`src/rtl/fan_ctl_pkg.sv`:
```
// Package: shared constants, register selectors and helper functions for
// the fan speed controller. Assumes a 13-bit count in a 16-bit word.
package fan_ctl_pkg;

    localparam int CNT_W  = 13;
    localparam int WORD_W = 16;
    localparam int LJ_SH  = WORD_W - CNT_W;
    localparam logic [CNT_W-1:0]  CNT_MAX  = {CNT_W{1'b1}};
    localparam logic [WORD_W-1:0] WORD_OFF = {CNT_MAX, {LJ_SH{1'b0}}};

    typedef enum logic [2:0] {
        SEL_CFG  = 3'd0,
        SEL_SET  = 3'd1,
        SEL_TGT  = 3'd2,
        SEL_READ = 3'd3,
        SEL_STS  = 3'd4
    } reg_sel_e;

    // Upper byte all ones marks a stopped fan or an off command.
    function automatic logic cnt_is_sentinel(input logic [CNT_W-1:0] c);
        return &c[CNT_W-1:CNT_W-8];
    endfunction

endpackage

```
`src/rtl/fan_tach_filter.sv`:
```
// Tach front end: two-flop synchroniser, then a level filter that accepts a
// new level only after FILT_LEN equal samples. Emits a one-cycle pulse on
// every accepted transition. Assumes FILT_LEN >= 2.
module fan_tach_filter #(
    parameter int FILT_LEN = 3
) (
    input  logic clk,
    input  logic rst_n,
    input  logic tach_i,
    output logic edge_o
);

    logic [1:0]          sync_q;
    logic [FILT_LEN-1:0] hist_q;
    logic                filt_q;
    logic                edge_q;
    logic                all_hi;
    logic                all_lo;

    assign all_hi = &hist_q;
    assign all_lo = ~|hist_q;

    // Synchronise the asynchronous input and shift it into the history.
    always_ff @(posedge clk) begin
        if (!rst_n) begin
            sync_q <= '0;
            hist_q <= '0;
        end else begin
            sync_q <= {sync_q[0], tach_i};
            hist_q <= {hist_q[FILT_LEN-2:0], sync_q[1]};
        end
    end

    // Accept a new filtered level and flag the transition.
    always_ff @(posedge clk) begin
        if (!rst_n) begin
            filt_q <= 1'b0;
            edge_q <= 1'b0;
        end else if (all_hi && !filt_q) begin
            filt_q <= 1'b1;
            edge_q <= 1'b1;
        end else if (all_lo && filt_q) begin
            filt_q <= 1'b0;
            edge_q <= 1'b1;
        end else begin
            edge_q <= 1'b0;
        end
    end

    assign edge_o = edge_q;

    // a filtered transition only follows a history that had settled there.
    a_r2_filter_settled: assert property (@(posedge clk) disable iff (!rst_n)
        !$stable(filt_q) |-> $past(hist_q[FILT_LEN-1]) == filt_q);

endmodule

```
`src/rtl/fan_tach_meter.sv`:
```
// Tach period meter: counts reference ticks times MULT over EDGES filtered
// edges and reports a left-justified, saturating count. A count reaching
// the maximum before the window closes is a stall. Assumes EDGES >= 2.
module fan_tach_meter
    import fan_ctl_pkg::*;
#(
    parameter int EDGES = 5,
    parameter int MULT  = 2
) (
    input  logic               clk,
    input  logic               rst_n,
    input  logic               ref_tick,
    input  logic               edge_i,
    output logic [WORD_W-1:0]  reading_o,
    output logic               valid_o,
    output logic               stall_o
);

    localparam int EW = $clog2(EDGES + 1);
    localparam logic [CNT_W:0] MULT_W  = (CNT_W+1)'(MULT);
    localparam logic [EW-1:0]  LAST_ED = EW'(EDGES - 1);

    logic [CNT_W-1:0]  cnt_q;
    logic [CNT_W-1:0]  cnt_nx;
    logic [CNT_W:0]    cnt_sum;
    logic [EW-1:0]     edges_q;
    logic [WORD_W-1:0] reading_q;
    logic              stall_q;

    // Next tick count including this cycle's tick, clipped at the maximum.
    always_comb begin
        cnt_sum = {1'b0, cnt_q} + MULT_W;
        if (!ref_tick)
            cnt_nx = cnt_q;
        else if (cnt_sum >= {1'b0, CNT_MAX})
            cnt_nx = CNT_MAX;
        else
            cnt_nx = cnt_sum[CNT_W-1:0];
    end

    // Window sequencing: start, count edges, capture, or declare a stall.
    always_ff @(posedge clk) begin
        if (!rst_n) begin
            cnt_q     <= '0;
            edges_q   <= '0;
            reading_q <= WORD_OFF;
            stall_q   <= 1'b0;
        end else begin
            stall_q <= 1'b0;
            if (cnt_nx == CNT_MAX) begin
                stall_q   <= 1'b1;
                reading_q <= WORD_OFF;
                cnt_q     <= '0;
                edges_q   <= '0;
            end else if (edge_i) begin
                if (edges_q == LAST_ED) begin
                    reading_q <= {cnt_nx, {LJ_SH{1'b0}}};
                    edges_q   <= EW'(1);
                    cnt_q     <= '0;
                end else if (edges_q == '0) begin
                    edges_q <= EW'(1);
                    cnt_q   <= '0;
                end else begin
                    edges_q <= edges_q + EW'(1);
                    cnt_q   <= cnt_nx;
                end
            end else begin
                cnt_q <= cnt_nx;
            end
        end
    end

    assign reading_o = reading_q;
    assign valid_o   = !cnt_is_sentinel(reading_q[WORD_W-1:LJ_SH]);
    assign stall_o   = stall_q;

endmodule

```
`src/rtl/fan_speed_loop.sv`:
```
// Drive regulator: holds the 8-bit setting, steps it toward the target
// count once per update interval in speed mode, runs spin-up at full
// drive, and pulses the spin-up and drive failure events.
module fan_speed_loop
    import fan_ctl_pkg::*;
#(
    parameter int BASE_TICKS = 1638,
    parameter int DEADBAND   = 16,
    parameter int SPIN_LIMIT = 8
) (
    input  logic             clk,
    input  logic             rst_n,
    input  logic             ref_tick,
    input  logic             loop_en,
    input  logic [2:0]       interval_sel,
    input  logic [CNT_W-1:0] target_cnt,
    input  logic [CNT_W-1:0] meas_cnt,
    input  logic             meas_valid,
    input  logic             set_wr,
    input  logic [7:0]       set_data,
    output logic [7:0]       setting_o,
    output logic [7:0]       drive_o,
    output logic             spin_fail_o,
    output logic             drive_fail_o
);

    localparam int IW = $clog2(BASE_TICKS * 128 + 1);
    localparam int SW = $clog2(SPIN_LIMIT + 1);
    localparam logic [CNT_W:0] DB_W = (CNT_W+1)'(DEADBAND);

    logic [IW-1:0] int_cnt_q;
    logic [IW-1:0] int_lim;
    logic          upd;
    logic          target_off;
    logic          active;
    logic          active_q;
    logic          spin_start;
    logic          spin_q;
    logic [SW-1:0] spin_cnt_q;
    logic [7:0]    setting_q;
    logic          too_slow;
    logic          too_fast;
    logic          spin_fail_q;
    logic          drive_fail_q;

    assign int_lim    = IW'(BASE_TICKS) << interval_sel;
    assign upd        = ref_tick && ((int_cnt_q + IW'(1)) >= int_lim);
    assign target_off = cnt_is_sentinel(target_cnt);
    assign active     = loop_en && !target_off;
    assign spin_start = active && !active_q;
    assign too_slow   = !meas_valid || ({1'b0, meas_cnt} > ({1'b0, target_cnt} + DB_W));
    assign too_fast   = meas_valid && (({1'b0, meas_cnt} + DB_W) < {1'b0, target_cnt});

    // Update-interval timer counting reference ticks.
    always_ff @(posedge clk) begin
        if (!rst_n)
            int_cnt_q <= '0;
        else if (upd)
            int_cnt_q <= '0;
        else if (ref_tick)
            int_cnt_q <= int_cnt_q + IW'(1);
    end

    // Track the active state to detect leaving the off state.
    always_ff @(posedge clk) begin
        if (!rst_n)
            active_q <= 1'b0;
        else
            active_q <= active;
    end

    // Spin-up supervision: full drive until a valid reading or timeout.
    always_ff @(posedge clk) begin
        if (!rst_n) begin
            spin_q      <= 1'b0;
            spin_cnt_q  <= '0;
            spin_fail_q <= 1'b0;
        end else begin
            spin_fail_q <= 1'b0;
            if (spin_start) begin
                spin_q     <= 1'b1;
                spin_cnt_q <= '0;
            end else if (spin_q) begin
                if (meas_valid || !active) begin
                    spin_q <= 1'b0;
                end else if (upd) begin
                    if (spin_cnt_q + SW'(1) >= SW'(SPIN_LIMIT)) begin
                        spin_q      <= 1'b0;
                        spin_fail_q <= 1'b1;
                    end else begin
                        spin_cnt_q <= spin_cnt_q + SW'(1);
                    end
                end
            end
        end
    end

    // Setting register: software write, spin-up jump, or one regulator step.
    always_ff @(posedge clk) begin
        if (!rst_n) begin
            setting_q <= '0;
        end else if (set_wr) begin
            setting_q <= set_data;
        end else if (spin_start) begin
            setting_q <= 8'hFF;
        end else if (active && upd && !spin_q) begin
            if (too_slow && setting_q != 8'hFF)
                setting_q <= setting_q + 8'd1;
            else if (too_fast && setting_q != 8'h00)
                setting_q <= setting_q - 8'd1;
        end
    end

    // Drive failure: still too slow although the setting is at full drive.
    always_ff @(posedge clk) begin
        if (!rst_n)
            drive_fail_q <= 1'b0;
        else
            drive_fail_q <= active && upd && !spin_q && !spin_start
                            && (setting_q == 8'hFF) && too_slow;
    end

    assign setting_o    = setting_q;
    assign drive_o      = (loop_en && target_off) ? 8'h00 : setting_q;
    assign spin_fail_o  = spin_fail_q;
    assign drive_fail_o = drive_fail_q;

    // without a write or spin-up jump the setting moves at most one step.
    a_r7_single_step: assert property (@(posedge clk) disable iff (!rst_n)
        (!$past(set_wr) && !$past(spin_start)) |->
        ((setting_q - $past(setting_q)) inside {8'h00, 8'h01, 8'hFF}));

endmodule

```
`src/rtl/fan_speed_ctl.sv`:
```
// Top level: register file around the tach filter, period meter and drive
// regulator. Reads are combinational; writes land on the clock edge.
module fan_speed_ctl
    import fan_ctl_pkg::*;
#(
    parameter int FILT_LEN   = 3,
    parameter int EDGES      = 5,
    parameter int MULT       = 2,
    parameter int BASE_TICKS = 1638,
    parameter int DEADBAND   = 16,
    parameter int SPIN_LIMIT = 8
) (
    input  logic        clk,
    input  logic        rst_n,
    input  logic        ref_tick,
    input  logic        tach_in,
    input  logic        reg_wr,
    input  logic [2:0]  reg_addr,
    input  logic [15:0] reg_wdata,
    output logic [15:0] reg_rdata,
    output logic [7:0]  drive_o
);

    reg_sel_e          sel;
    logic              tach_edge;
    logic [WORD_W-1:0] reading;
    logic              meas_valid;
    logic              stall_ev;
    logic              spin_ev;
    logic              drvf_ev;
    logic [7:0]        setting;
    logic              cfg_loop_q;
    logic [2:0]        cfg_int_q;
    logic [CNT_W-1:0]  target_q;
    logic [2:0]        sts_q;
    logic [2:0]        sts_set;
    logic [2:0]        sts_clr;
    logic              wr_cfg;
    logic              wr_set;
    logic              wr_tgt;
    logic              wr_sts;

    assign sel    = reg_sel_e'(reg_addr);
    assign wr_cfg = reg_wr && (sel == SEL_CFG);
    assign wr_set = reg_wr && (sel == SEL_SET);
    assign wr_tgt = reg_wr && (sel == SEL_TGT);
    assign wr_sts = reg_wr && (sel == SEL_STS);

    fan_tach_filter #(.FILT_LEN(FILT_LEN)) filt_i (
        .clk    (clk),
        .rst_n  (rst_n),
        .tach_i (tach_in),
        .edge_o (tach_edge)
    );

    fan_tach_meter #(.EDGES(EDGES), .MULT(MULT)) meter_i (
        .clk       (clk),
        .rst_n     (rst_n),
        .ref_tick  (ref_tick),
        .edge_i    (tach_edge),
        .reading_o (reading),
        .valid_o   (meas_valid),
        .stall_o   (stall_ev)
    );

    fan_speed_loop #(
        .BASE_TICKS (BASE_TICKS),
        .DEADBAND   (DEADBAND),
        .SPIN_LIMIT (SPIN_LIMIT)
    ) loop_i (
        .clk          (clk),
        .rst_n        (rst_n),
        .ref_tick     (ref_tick),
        .loop_en      (cfg_loop_q),
        .interval_sel (cfg_int_q),
        .target_cnt   (target_q),
        .meas_cnt     (reading[WORD_W-1:LJ_SH]),
        .meas_valid   (meas_valid),
        .set_wr       (wr_set),
        .set_data     (reg_wdata[7:0]),
        .setting_o    (setting),
        .drive_o      (drive_o),
        .spin_fail_o  (spin_ev),
        .drive_fail_o (drvf_ev)
    );

    // Configuration and target registers.
    always_ff @(posedge clk) begin
        if (!rst_n) begin
            cfg_loop_q <= 1'b0;
            cfg_int_q  <= '0;
            target_q   <= CNT_MAX;
        end else begin
            if (wr_cfg) begin
                cfg_loop_q <= reg_wdata[7];
                cfg_int_q  <= reg_wdata[2:0];
            end
            if (wr_tgt)
                target_q <= reg_wdata[WORD_W-1:LJ_SH];
        end
    end

    // Status flags: events set, write-1 clears, a new event wins.
    assign sts_set = {drvf_ev, spin_ev, stall_ev};
    assign sts_clr = wr_sts ? {reg_wdata[5], reg_wdata[1], reg_wdata[0]} : 3'b000;

    always_ff @(posedge clk) begin
        if (!rst_n)
            sts_q <= '0;
        else
            sts_q <= (sts_q & ~sts_clr) | sts_set;
    end

    // Read multiplexer.
    always_comb begin
        case (sel)
            SEL_CFG:  reg_rdata = {8'h00, cfg_loop_q, 4'h0, cfg_int_q};
            SEL_SET:  reg_rdata = {8'h00, setting};
            SEL_TGT:  reg_rdata = {target_q, {LJ_SH{1'b0}}};
            SEL_READ: reg_rdata = reading;
            SEL_STS:  reg_rdata = {10'h000, sts_q[2], 3'b000, sts_q[1], sts_q[0]};
            default:  reg_rdata = '0;
        endcase
    end

    // a newly raised stall flag is always paired with the stopped reading.
    a_r4_stall_reads_off: assert property (@(posedge clk) disable iff (!rst_n)
        $rose(sts_q[0]) |-> reading == WORD_OFF);

    // writing 1 to the stall bit clears it unless a stall arrives at once.
    a_r6_w1c_clear: assert property (@(posedge clk) disable iff (!rst_n)
        $past(wr_sts && reg_wdata[0] && !stall_ev) |-> !sts_q[0]);

    // a drive failure is only raised while the drive was at full scale.
    a_r10_drvfail_full: assert property (@(posedge clk) disable iff (!rst_n)
        $rose(sts_q[2]) |-> $past(drive_o) == 8'hFF);

endmodule

```
`config.mk`:
```
export PLATFORM = sky130hd
export DESIGN_NAME = fan_speed_ctl
export DESIGN_NICKNAME = d
export VERILOG_FILES = /design/src/rtl/fan_ctl_pkg.sv /design/src/rtl/fan_tach_filter.sv /design/src/rtl/fan_tach_meter.sv /design/src/rtl/fan_speed_loop.sv /design/src/rtl/fan_speed_ctl.sv
export SDC_FILE = /design/constraint.sdc
export NUM_CORES = 1
export LEC_CHECK = 0
export BUFFER_PORTS_ARGS = -buffer_cell sky130_fd_sc_hd__buf_2
export CAP_MARGIN = 20
export CORE_MARGIN = 1
export CORE_UTILIZATION = 50
export CTS_BUF_LIST = sky130_fd_sc_hd__clkbuf_8
export DETAILED_ROUTE_END_ITERATION = 8
export HOLD_SLACK_MARGIN = 0.03
export MAX_ROUTING_LAYER = met4
export PLACE_DENSITY = 0.7
export SYNTH_ARGS = -nofsm -noshare
export SYNTH_HDL_FRONTEND = slang
export SYNTH_SLANG_ARGS = --single-unit
```
`constraint.sdc`:
```
create_clock -name clk -period 13.3 [get_ports clk]
set_clock_uncertainty 0.05 [all_clocks]
set_input_delay 0.665 -clock clk [delete_from_list [all_inputs] [get_ports clk]]
set_output_delay 0.665 -clock clk [all_outputs]
set_load 0.1 [all_outputs]
```
==> results.json <==
{
  "run_status": "finished, final reports clean",
  "async_flop_share_pct": 0,
  "cts_hold_buf": 0,
  "synth_common_cells": "dfxtp_1, nor2_1, nand2_1, ha_1",
  "synth_most_common_cell": "dfxtp_1",
  "synth_area_um2": 6300,
  "hp-class": "reg -> reg",
  "boundaryPins": 48,
  "hpwl_mm": 11.6,
  "seq_area_frac_synth_pct": 28.9,
  "clkTransAtPathRegs_ps": 90,
  "antenna_found_initial": 0,
  "crit_path_start_kind": "flop",
  "path_class": "reg -> reg",
  "yosysTopAreaCellShare_pct": 28.9,
  "grt_max_degree": 41,
  "cts_setup_buffers": 0,
  "ys_warn_count": 0,
  "end_kind": "flop",
  "critPathArrivalTime_ps": 5160,
  "start_util_pct": 51.8,
  "via_count": 5575,
  "relSlewSlack_pct": 47.0,
  "die_y_um": 114,
  "area_growth_pct": 7.28,
  "peakVddDrop_uv": 43.3,
  "synthFlopType": "dfxtp_1",
  "clk_latency_ps": 380,
  "track_usage_pct": 25.7,
  "grt_use_met3_pct": 3.18,
  "finalCritPeriodShare_pct": 36.8,
  "power_density_nw_per_um2": 79.6,
  "port_buffers": 47,
  "worst_slew_pin_slew_ps": 794,
  "pre_cts_ws_ps": 8430,
  "period_needed_ps": 4900,
  "grt.met2_usage_pct": 40.0,
  "syn-num-nets": 862,
  "power_leakage_nw": 2.98,
  "rsz0062_at_grt": "false",
  "synth_area_leader_cell": "dfxtp_1",
  "cts_max_path_buffers": 2,
  "gp_congestion": 0.965,
  "cts-buffers-inserted": 9,
  "cts-resized-gates": 0,
  "synth_cells": 782,
  "postSynthAreaPerCell_um2": 8.06,
  "hold_viol": 0,
  "drive_gt1_share_pct": 10.6,
  "holdWs_ps": 399,
  "fin_setup_tns_ps": 0,
  "die_w_um": 114,
  "grt_busiest_layer": "met2",
  "grt_pass1_vias": 5220,
  "setup_viol": 0,
  "antenna_left": 0,
  "worst_slack_ps": 8400,
  "synth.area.top_cells": "dfxtp_1, ha_1, nor2_1",
  "cts_tree": "done",
  "maxCapViolations": 0,
  "report.power.total_uw": 538,
  "grt-ovfl-total": 0,
  "drt_iter0_drc": 364,
  "cts.htree.levels": 3,
  "critPathRequiredTime_ps": 13560,
  "first_pass_iters": 5,
  "fmax_mhz": 204,
  "clock-root-buffer": "clkbuf_8",
  "ys_types": 68,
  "slew_viol_final": 0,
  "grt_pass1_wl_mm": 25.8,
  "cts.sinks": 91,
  "synth_edf_count": 0,
  "yosys_register_bits": 91,
  "grt_util_met1_pct": 33.9,
  "vias_per_cell": 5.71,
  "critPathMaxFanout": 8,
  "n_antenna_cell": 0,
  "nets": 884,
  "fp.coreArea_um2": 12200,
  "drcViolationCount": 0,
  "fp.dieArea_um2": 13100,
  "wl_mm": 15.6,
  "wl_per_cell_um": 16.0,
  "row_count": 40
}
[worst max-delay path: stages, from the launching register on]
cell,delay [ps]
dfxtp_1,450
ha_1,230
nand3_1,170
nor3_1,230
xnor2_1,100
ha_1,300
nand4_1,130
or4_1,560
o21a_1,170
a31o_2,260
nor2_1,450
ha_1,350
a21oi_1,200
o211ai_1,140
nor4_1,240
or2_2,180
nand3_1,70
a2111o_1,360
a31oi_1,180
[layer usage]
metal  wire (um)  vias up
met5           0        -
met3         720       22
li1            -     2833
met1        7430     2600
met4         309        0
met2        7120      120
[cells in the final DEF, fill, tap and decap left out, types with 4 or more instances in the layout]
cell type / instances
a211o_1: 6
a211oi_1: 6
a21boi_1: 5
a21oi_1: 30
a31oi_1: 13
and2_1: 24
and3_1: 13
and4_1: 4
buf_2: 47
clkbuf_8: 9
dfxtp_1: 91
ha_1: 55
inv_1: 39
mux2i_1: 26
nand2_1: 71
nand2b_1: 5
nand3_1: 37
nand3b_1: 5
nand4_1: 19
nor2_1: 85
nor2b_1: 8
nor3_1: 14
nor4_1: 9
o211ai_1: 19
o21a_1: 6
o21ai_0: 24
o21bai_1: 5
o221ai_1: 5
or2_2: 10
or3_1: 4
xnor2_1: 29
xor2_1: 30
[final timing paths]
kind               startpoint                   to  slack, ps  depth (start not counted)
max               target_q[4]  loop_i.setting_o[7]       8400                         18
max reg2reg       target_q[4]  loop_i.setting_o[7]       8400                         18
min          filt_i.sync_q[0]     filt_i.sync_q[1]        400                          1
min reg2reg  filt_i.sync_q[0]     filt_i.sync_q[1]        400                          1
[registers in the layout, summed over array words and instances (netlist names)]
register / count
filt_i.sync_q: 2
filt_i.filt_q: 1
cfg_int_q: 3
cfg_loop_q: 1
loop_i.spin_cnt_q: 4
meter_i.cnt_q: 13
loop_i.setting_o: 8
loop_i.spin_q: 1
meter_i.stall_o: 1
target_q: 13
meter_i.reading_o: 13
loop_i.drive_fail_o: 1
filt_i.edge_o: 1
loop_i.spin_fail_o: 1
meter_i.edges_q: 3
filt_i.hist_q: 3
loop_i.int_cnt_q: 18
sts_q: 3
loop_i.active_q: 1
[per-stage QoR]
| step | cells | instance area [um2] | utilization [%] |
|---|---|---|---|
| final | 976 | 6760 | 55.6 |
| after global routing | 976 | 6760 | 55.6 |
| after CTS | 976 | 6760 | 55.6 |
| after detailed placement | 961 | 6600 | 54.3 |
| after global placement | 961 | 6600 | 54.3 |
| after floorplan | 782 | 6300 | - |
[layout make-up]
type / count / area, um2
fill: 1158 / 5400
multi-input combinational: 616 / 4190
sequential: 91 / 1820
timing repair buffer: 48 / 243
tap: 168 / 210
inverter: 38 / 143
clock buffer: 9 / 124
clock inverter: 6 / 36.3
[power breakdown]
part	switching [mW]	internal [mW]	leakage, nW
logic	0.0600	0.0265	2.16
clock network	0.105	0.0656	0.0837
registers	0.00561	0.276	0.737
[cells by family (layout without fill, tap and decap cells)]
family	count (synthesis)	in the layout	share of synthesized area, %
buffers and inverters	75	101	4.70
AO/OA/AOI/OAI	155	155	17.2
AND/OR/NAND/NOR	318	318	25.1
flip-flops	91	91	28.9
multiplexers	28	28	4.66
adder cells (fa/ha/maj)	56	56	11.2
XOR/XNOR	59	59	8.20
(Power assumes the default switching activity.)
